## src/rtl/spi_rx_pkg.sv

```systemverilog
package spi_rx_pkg;

    // Frame controller states
    typedef enum logic {
        RX_IDLE  = 1'b0,   // select high, waiting for START
        RX_SHIFT = 1'b1    // select low, collecting bits until FINISH
    } rx_state_e;

    localparam int SYNC_STAGES_DEF = 2;

endpackage

```

## src/rtl/spi_sync_chain.sv

```systemverilog
module spi_sync_chain #(
    parameter int   STAGES  = 2,
    parameter logic RST_VAL = 1'b0
) (
    input  logic              clk,
    input  logic              rst,
    input  logic              d,
    output logic [STAGES-1:0] q
);

    // q[0] is the first flop, q[STAGES-1] the last
    always_ff @(posedge clk) begin
        if (rst) q <= {STAGES{RST_VAL}};
        else     q <= {q[STAGES-2:0], d};
    end

endmodule

```

## src/rtl/spi_edge_det.sv

```systemverilog
module spi_edge_det (
    input  logic first_q,
    input  logic second_q,
    output logic rise,
    output logic fall
);

    // One system clock wide, since the chain shifts every cycle
    assign rise = first_q & ~second_q;
    assign fall = ~first_q & second_q;

endmodule

```

## src/rtl/spi_field_split.sv

```systemverilog
module spi_field_split #(
    parameter int FRAME_BITS = 64,
    parameter int SEL_W      = 3,
    parameter int VAL_W      = 29,
    parameter int WORD_W     = 32
) (
    input  logic [FRAME_BITS-1:0] frame,
    output logic [SEL_W-1:0]      sel_hi,
    output logic [WORD_W-1:0]     word_a,
    output logic [SEL_W-1:0]      sel_lo,
    output logic [WORD_W-1:0]     word_b
);

    localparam int HALF = FRAME_BITS / 2;

    assign sel_hi = frame[FRAME_BITS-1 -: SEL_W];
    assign word_a = WORD_W'(frame[HALF +: VAL_W]);
    assign sel_lo = frame[HALF-1 -: SEL_W];
    assign word_b = WORD_W'(frame[0 +: VAL_W]);

endmodule

```

## src/rtl/spi_frame_rx.sv

```systemverilog
module spi_frame_rx
    import spi_rx_pkg::*;
#(
    parameter int FRAME_BITS  = 64,
    parameter int SEL_W       = 3,
    parameter int VAL_W       = 29,
    parameter int WORD_W      = 32,
    parameter int SYNC_STAGES = SYNC_STAGES_DEF
) (
    input  logic              clk,
    input  logic              rst,
    input  logic              spi_sck_i,
    input  logic              spi_mosi_i,
    input  logic              spi_cs_n_i,
    output logic [SEL_W-1:0]  sel_hi_o,
    output logic [WORD_W-1:0] word_a_o,
    output logic [SEL_W-1:0]  sel_lo_o,
    output logic [WORD_W-1:0] word_b_o,
    output logic              frame_valid_o,
    output logic              frame_error_o
);

    localparam int               CNT_W    = $clog2(FRAME_BITS + 1);
    localparam logic [CNT_W-1:0] CNT_FULL = CNT_W'(FRAME_BITS);
    localparam logic [CNT_W-1:0] CNT_MAX  = '1;

    // ---------------- synchronizers ----------------
    logic [SYNC_STAGES-1:0] sck_q, mosi_q, cs_q;

    spi_sync_chain #(.STAGES(SYNC_STAGES), .RST_VAL(1'b0)) u_sync_sck (
        .clk(clk), .rst(rst), .d(spi_sck_i), .q(sck_q)
    );
    spi_sync_chain #(.STAGES(SYNC_STAGES), .RST_VAL(1'b0)) u_sync_mosi (
        .clk(clk), .rst(rst), .d(spi_mosi_i), .q(mosi_q)
    );
    spi_sync_chain #(.STAGES(SYNC_STAGES), .RST_VAL(1'b1)) u_sync_cs (
        .clk(clk), .rst(rst), .d(spi_cs_n_i), .q(cs_q)
    );

    // ---------------- edge detection ----------------
    logic sck_rise, sck_fall_unused;
    logic cs_rise, cs_fall;

    spi_edge_det u_edge_sck (
        .first_q(sck_q[SYNC_STAGES-2]), .second_q(sck_q[SYNC_STAGES-1]),
        .rise(sck_rise), .fall(sck_fall_unused)
    );
    spi_edge_det u_edge_cs (
        .first_q(cs_q[SYNC_STAGES-2]), .second_q(cs_q[SYNC_STAGES-1]),
        .rise(cs_rise), .fall(cs_fall)
    );

    wire cs_active = ~cs_q[SYNC_STAGES-2];
    // Data held for half an SPI period, so the last stage is stable at the edge pulse
    wire mosi_bit  = mosi_q[SYNC_STAGES-1];

    // ---------------- field split ----------------
    logic [FRAME_BITS-1:0] shreg;
    logic [CNT_W-1:0]      bit_cnt;
    logic [SEL_W-1:0]      nx_sel_hi, nx_sel_lo;
    logic [WORD_W-1:0]     nx_word_a, nx_word_b;

    spi_field_split #(
        .FRAME_BITS(FRAME_BITS), .SEL_W(SEL_W), .VAL_W(VAL_W), .WORD_W(WORD_W)
    ) u_split (
        .frame(shreg),
        .sel_hi(nx_sel_hi), .word_a(nx_word_a),
        .sel_lo(nx_sel_lo), .word_b(nx_word_b)
    );

    // ---------------- controller ----------------
    rx_state_e state, state_nx;

    always_comb begin
        state_nx = state;
        unique case (state)
            RX_IDLE:  if (cs_fall) state_nx = RX_SHIFT;   // START
            RX_SHIFT: if (cs_rise) state_nx = RX_IDLE;    // FINISH
            default:  state_nx = RX_IDLE;
        endcase
    end

    always_ff @(posedge clk) begin
        if (rst) state <= RX_IDLE;
        else     state <= state_nx;
    end

    always_ff @(posedge clk) begin
        if (rst) begin
            shreg         <= '0;
            bit_cnt       <= '0;
            sel_hi_o      <= '0;
            word_a_o      <= '0;
            sel_lo_o      <= '0;
            word_b_o      <= '0;
            frame_valid_o <= 1'b0;
            frame_error_o <= 1'b0;
        end else begin
            frame_valid_o <= 1'b0;
            frame_error_o <= 1'b0;
            unique case (state)
                RX_IDLE: begin
                    if (cs_fall) bit_cnt <= '0;
                end
                RX_SHIFT: begin
                    if (sck_rise && cs_active) begin
                        shreg <= {shreg[FRAME_BITS-2:0], mosi_bit};
                        if (bit_cnt != CNT_MAX) bit_cnt <= bit_cnt + 1'b1;
                    end
                    if (cs_rise) begin
                        if (bit_cnt == CNT_FULL) begin
                            sel_hi_o      <= nx_sel_hi;
                            word_a_o      <= nx_word_a;
                            sel_lo_o      <= nx_sel_lo;
                            word_b_o      <= nx_word_b;
                            frame_valid_o <= 1'b1;
                        end else begin
                            frame_error_o <= 1'b1;
                        end
                    end
                end
                default: ;
            endcase
        end
    end

endmodule

```

## config.mk

```make
export PLATFORM = sky130hd
export DESIGN_NAME = spi_frame_rx
export DESIGN_NICKNAME = d
export VERILOG_FILES = /design/src/rtl/spi_rx_pkg.sv /design/src/rtl/spi_sync_chain.sv /design/src/rtl/spi_edge_det.sv /design/src/rtl/spi_field_split.sv /design/src/rtl/spi_frame_rx.sv
export SDC_FILE = /design/constraint.sdc
export NUM_CORES = 1
export LEC_CHECK = 0
export ABC_AREA = 1
export BUFFER_PORTS_ARGS = -buffer_cell sky130_fd_sc_hd__buf_4
export CORE_UTILIZATION = 63
export CTS_CLUSTER_SIZE = 12
export DETAILED_ROUTE_END_ITERATION = 7
export PLACE_DENSITY = 0.85
export SLEW_MARGIN = 10
export SYNTH_ARGS = -nofsm -noshare
export SYNTH_HDL_FRONTEND = slang
export SYNTH_HIERARCHICAL = 1
export SYNTH_SLANG_ARGS = --single-unit
```

## constraint.sdc

```tcl
create_clock -name clk -period 3.7 [get_ports clk]
set_input_delay 1.11 -clock clk [delete_from_list [all_inputs] [get_ports clk]]
set_output_delay 1.11 -clock clk [all_outputs]
set_load 0.005 [all_outputs]
```

======== Yosys cells after proc, flatten, opt, wreduce, memory -nomap -nowiden ========
Cells that the tools add are included.
storage, ports and cells
  register bits ........................... 144
  input port bits ......................... 5
  output and inout bits ................... 72
  word-level logic and storage cells ...... 40
operators by class
  add/subtract/negate cells ............... 1
  equal/unequal tests ..................... 5
  multiplexer cells ....................... 9
  bitwise logic cells ..................... 8
  reduce and logical (&&, ||, !) cells .... 5
operator list
  operator               number
  $mux W7                3
  $pmux W7 S2            1
  $add A7 B1 Y7 const B  1
  $eq A7 B7 Y1 const B   1
  $ne A7 B7 Y1 const B   1
  $reduce_and A3 Y1      2
  $not A1 Y1             5
  $mux W1                4
  $ne A2 B1 Y1 const B   2
  $and A1 B1 Y1          3
  $reduce_or A3 Y1       1
  $ne A2 B2 Y1 const B   1
  $pmux W1 S2            1
  $reduce_and A2 Y1      1
  $logic_and A1 B1 Y1    1

======== Logic depth before layout (Yosys ltp) ========
  depth after elaboration ................. 5
  mapped depth ............................ 9
  mapped depth without buffers ............ 9

======== Cells and area by module ========
Netlist, hierarchy kept.
modules (own cells, without submodules)
  module                            instances  cells an instance  area an instance (µm²)  seq. area each (µm²)
  spi_frame_rx                      1          821                5941.9                  2882.8
  spi_field_split                   1          71                 529.3                   0.0
  spi_sync_chain (u_sync_mosi ...)  2          6                  55.1                    40.0
  spi_sync_chain (u_sync_cs)        1          7                  58.8                    40.0
  spi_edge_det                      2          4                  15.0                    0.0

======== Least setup slack after synthesis ========
No wires, ideal clock.
  kind .................................... in2reg
  start ................................... in rst
  end ..................................... reg shreg[34]
  setup time .............................. 65 ps
  arrival ................................. 1739 ps
  data required time ...................... 3635 ps
  slack ................................... 1896 ps
  stages .................................. 5
  buffers on the path ..................... 2
  cell sequence ........................... inv_2 buf_2 clkbuf_1 o21ai_0 nor2_1
RTL lines
  element                 line                 text
  start: declaration      spi_frame_rx.sv:11   input logic rst,
  end signal: assignment  spi_frame_rx.sv:107  shreg <= {shreg[FRAME_BITS-2:0], mosi_bit};
  end: declaration        spi_frame_rx.sv:58   logic [FRAME_BITS-1:0] shreg;

======== Final worst setup path ========
  start ................................... reg u_sync_sck.q[0]
  end ..................................... reg shreg[19]
on the way
  word-level cells in the longest chain between the ends .. 3
ends and longest elaborated chain
  element                      line                  text
  start: declaration           spi_sync_chain.sv:8   output logic [STAGES-1:0] q
  start signal: assignment     spi_sync_chain.sv:13  if (rst) q <= {STAGES{RST_VAL}};
  start signal: assignment     spi_sync_chain.sv:14  else q <= {q[STAGES-2:0], d};
  $and A1 B1 Y1                spi_edge_det.sv:9     assign rise = first_q & ~second_q;
  named net sck_rise           spi_frame_rx.sv:41    logic sck_rise, sck_fall_unused;
  $logic_and A1 B1 Y1          spi_frame_rx.sv:106   if (sck_rise && cs_active) begin
  $reduce_and A2 Y1 (no line)  n/a
The timed path passes the listed nets, and every way through them passes these cells.
A chain may end at the register's enable or synchronous reset.

==> impl_results.md <==
- Leakage: 3.255 nW
- First-pass GRT wire length: 22040 um
- Initial Utilization: 0.6483
- Ant diodes: 0
- CTS root buf: clkbuf_8
- Worst min path class: register to register
- Initial DRT Pass Iterations: 5
- Synthesized area: 6663 um2
- Kind of critical path: register to register
- Max Slew Vio Count: 0
- Crit end category: register
- Iter 0 DRT Violations: 290
- Required time of the critical path: 4100 ps
- Hold_buf cts: 0
- Post-CTS Resized: 0
- Cells after Synth: 917
- Worst-Skew Late Latency: 520 ps
- Skew final: 6.467 ps
- Fin area: 7232 um2
- Status: finished, final reports clean
- RSZ-0062 raised after global routing: no
- IO Count: 77
- Final net count: 902
- Syn avg cell area: 7.266 um2
- Final Hold Vio Count: 0
- CTS tree: done
- Port bufs: 76
- Final Wtd Congestion: 0.8117
- Max_cap viols: 0
- Vias per cell: 5.167
- Worst Path Max Fanout: 64
- Synthesis warning total: 6
- Clk slew on worst S/H paths: 60 ps
- Gr usage total: 0.2431
- VDD IR max: 0.0002486 V
- CTS Buf Count: 17
- Setup Fix Bufs, Post-CTS: 0
- FF+latch area: 3003 um2
- Arr. time, crit path: 2850 ps
- Routed wire length: 12370 um
- Core area: 10280 um2
- Min Tclk post-route: 2445 ps
- Total area of multi-input combinational cells: 2441 um2
- Post-DP Area: 6586 um2
- Via count of the first global-routing pass: 5076
- H-tree Lvls: 4
- Final setup TNS: 0 ps
- Fin crit share: 0.6609
- Die H: 104.8 um
- Tot Pwr: 3.618 mW
- Clock Sinks: 150
- Routed wire per std cell: 11.87 um
- Fraction of layout cells with a size suffix above 1: 0.1347
- Largest net degree at the start of global routing: 73
- Area delta synth->final: 8.545%
- Initial antenna violation count: 0
- Die ar.: 10990 um2
- PwrDens: 500.3 nW/um2
- Kind of launch point of the worst setup path: register
- Filler Cell Count: 850
- Die width: 104.8 um
- Row cnt: 37
- Setup violators final: 0
- # DRC: 0
- Slew HR: 0.2169
- CTS max path bufs: 2
- Worst Tran Pin Value: 1173 ps
- DP Wirelength: 7014 um
- Fmax: 409.0 MHz
- Total number of vias: 5384
- Detail Route Antenna Nets: 0
- Hold slack: 419.8 ps
- Congestion Overflow GR: 0
-- registers in the layout, indices dropped and copies added, names as in the netlist --
name	flops
u_sync_cs/q	2
bit_cnt	7
shreg	64
state	1
u_sync_mosi/q	2
sel_hi_o	3
sel_lo_o	3
frame_valid_o	1
u_sync_sck/q	2
word_b_o	32
word_a_o	32
frame_error_o	1
-- report_power, final --
part | total (mW) | switching [mW] | internal [mW]
logic | 0.101 | 0.0732 | 0.0280
clock network | 1.88 | 0.653 | 1.23
registers | 1.64 | 0.00937 | 1.63
-- final cells by class --
cell class,count,share of cell area
Clock buffer,18,0.05779
Clock inverter,12,0.03149
Inverter,93,0.04862
Multi-Input combinational cell,552,0.3375
Sequential cell,150,0.4152
Tap cell,136,0.02353
Timing Repair Buffer,81,0.08581
-- layer usage --
layer,GRT usage,vias up,share of wire
met5,0,-,0
met4,0.1016,0,0.020
met3,0.04554,21,0.048
met2,0.4215,137,0.48
met1,0.2953,2476,0.45
li1,-,2750,-
-- worst paths after layout --
check | cells past startpoint | end | startpoint | slack [ps]
min reg2reg | 2 | u_sync_mosi/q[1]$_SDFF_PP0_ | u_sync_mosi/q[0]$_SDFF_PP0_ | 420
min | 2 | u_sync_mosi/q[1]$_SDFF_PP0_ | u_sync_mosi/q[0]$_SDFF_PP0_ | 420
max reg2reg | 7 | shreg[19]$_SDFFE_PP0P_ | u_sync_sck/q[0]$_SDFF_PP0_ | 1250
max | 7 | shreg[19]$_SDFFE_PP0P_ | u_sync_sck/q[0]$_SDFF_PP0_ | 1250
-- cell usage in the layout (no fill, tap or decap), drive strengths merged --
| cell type | instances |
|---|---|
| a21oi | 7 |
| inv | 94 |
| nor3 | 2 |
| nor2 | 289 |
| nand4 | 72 |
| o21ai | 65 |
| nand3 | 10 |
| bufinv | 6 |
| ha | 2 |
| o21bai | 1 |
| conb | 6 |
| clkinv | 4 |
| clkinvlp | 1 |
| nand2 | 98 |
| clkbuf | 18 |
| buf | 81 |
| dfxtp | 150 |
-- critical path, stage by stage, from the launching register on --
cell     delay (ps)
dfxtp_1         330
inv_1            40
nor2_1           90
nand2_1          90
nor2_4          690
inv_2           650
nor2_1          310
nor2_1           80
-- through the flow --
| stage | instances | util | setup slack (ps) |
|---|---|---|---|
| final | 1042 | 0.7037 | 1255 |
| after global routing | 1042 | 0.7037 | 1025 |
| after CTS | 1042 | 0.7037 | 1257 |
| after detailed placement | 1012 | 0.6409 | 1295 |
| after global placement | 1012 | 0.6409 | 1325 |
| after floorplan | 922 | - | 1896 |
Power figures use the tool's default switching activity.
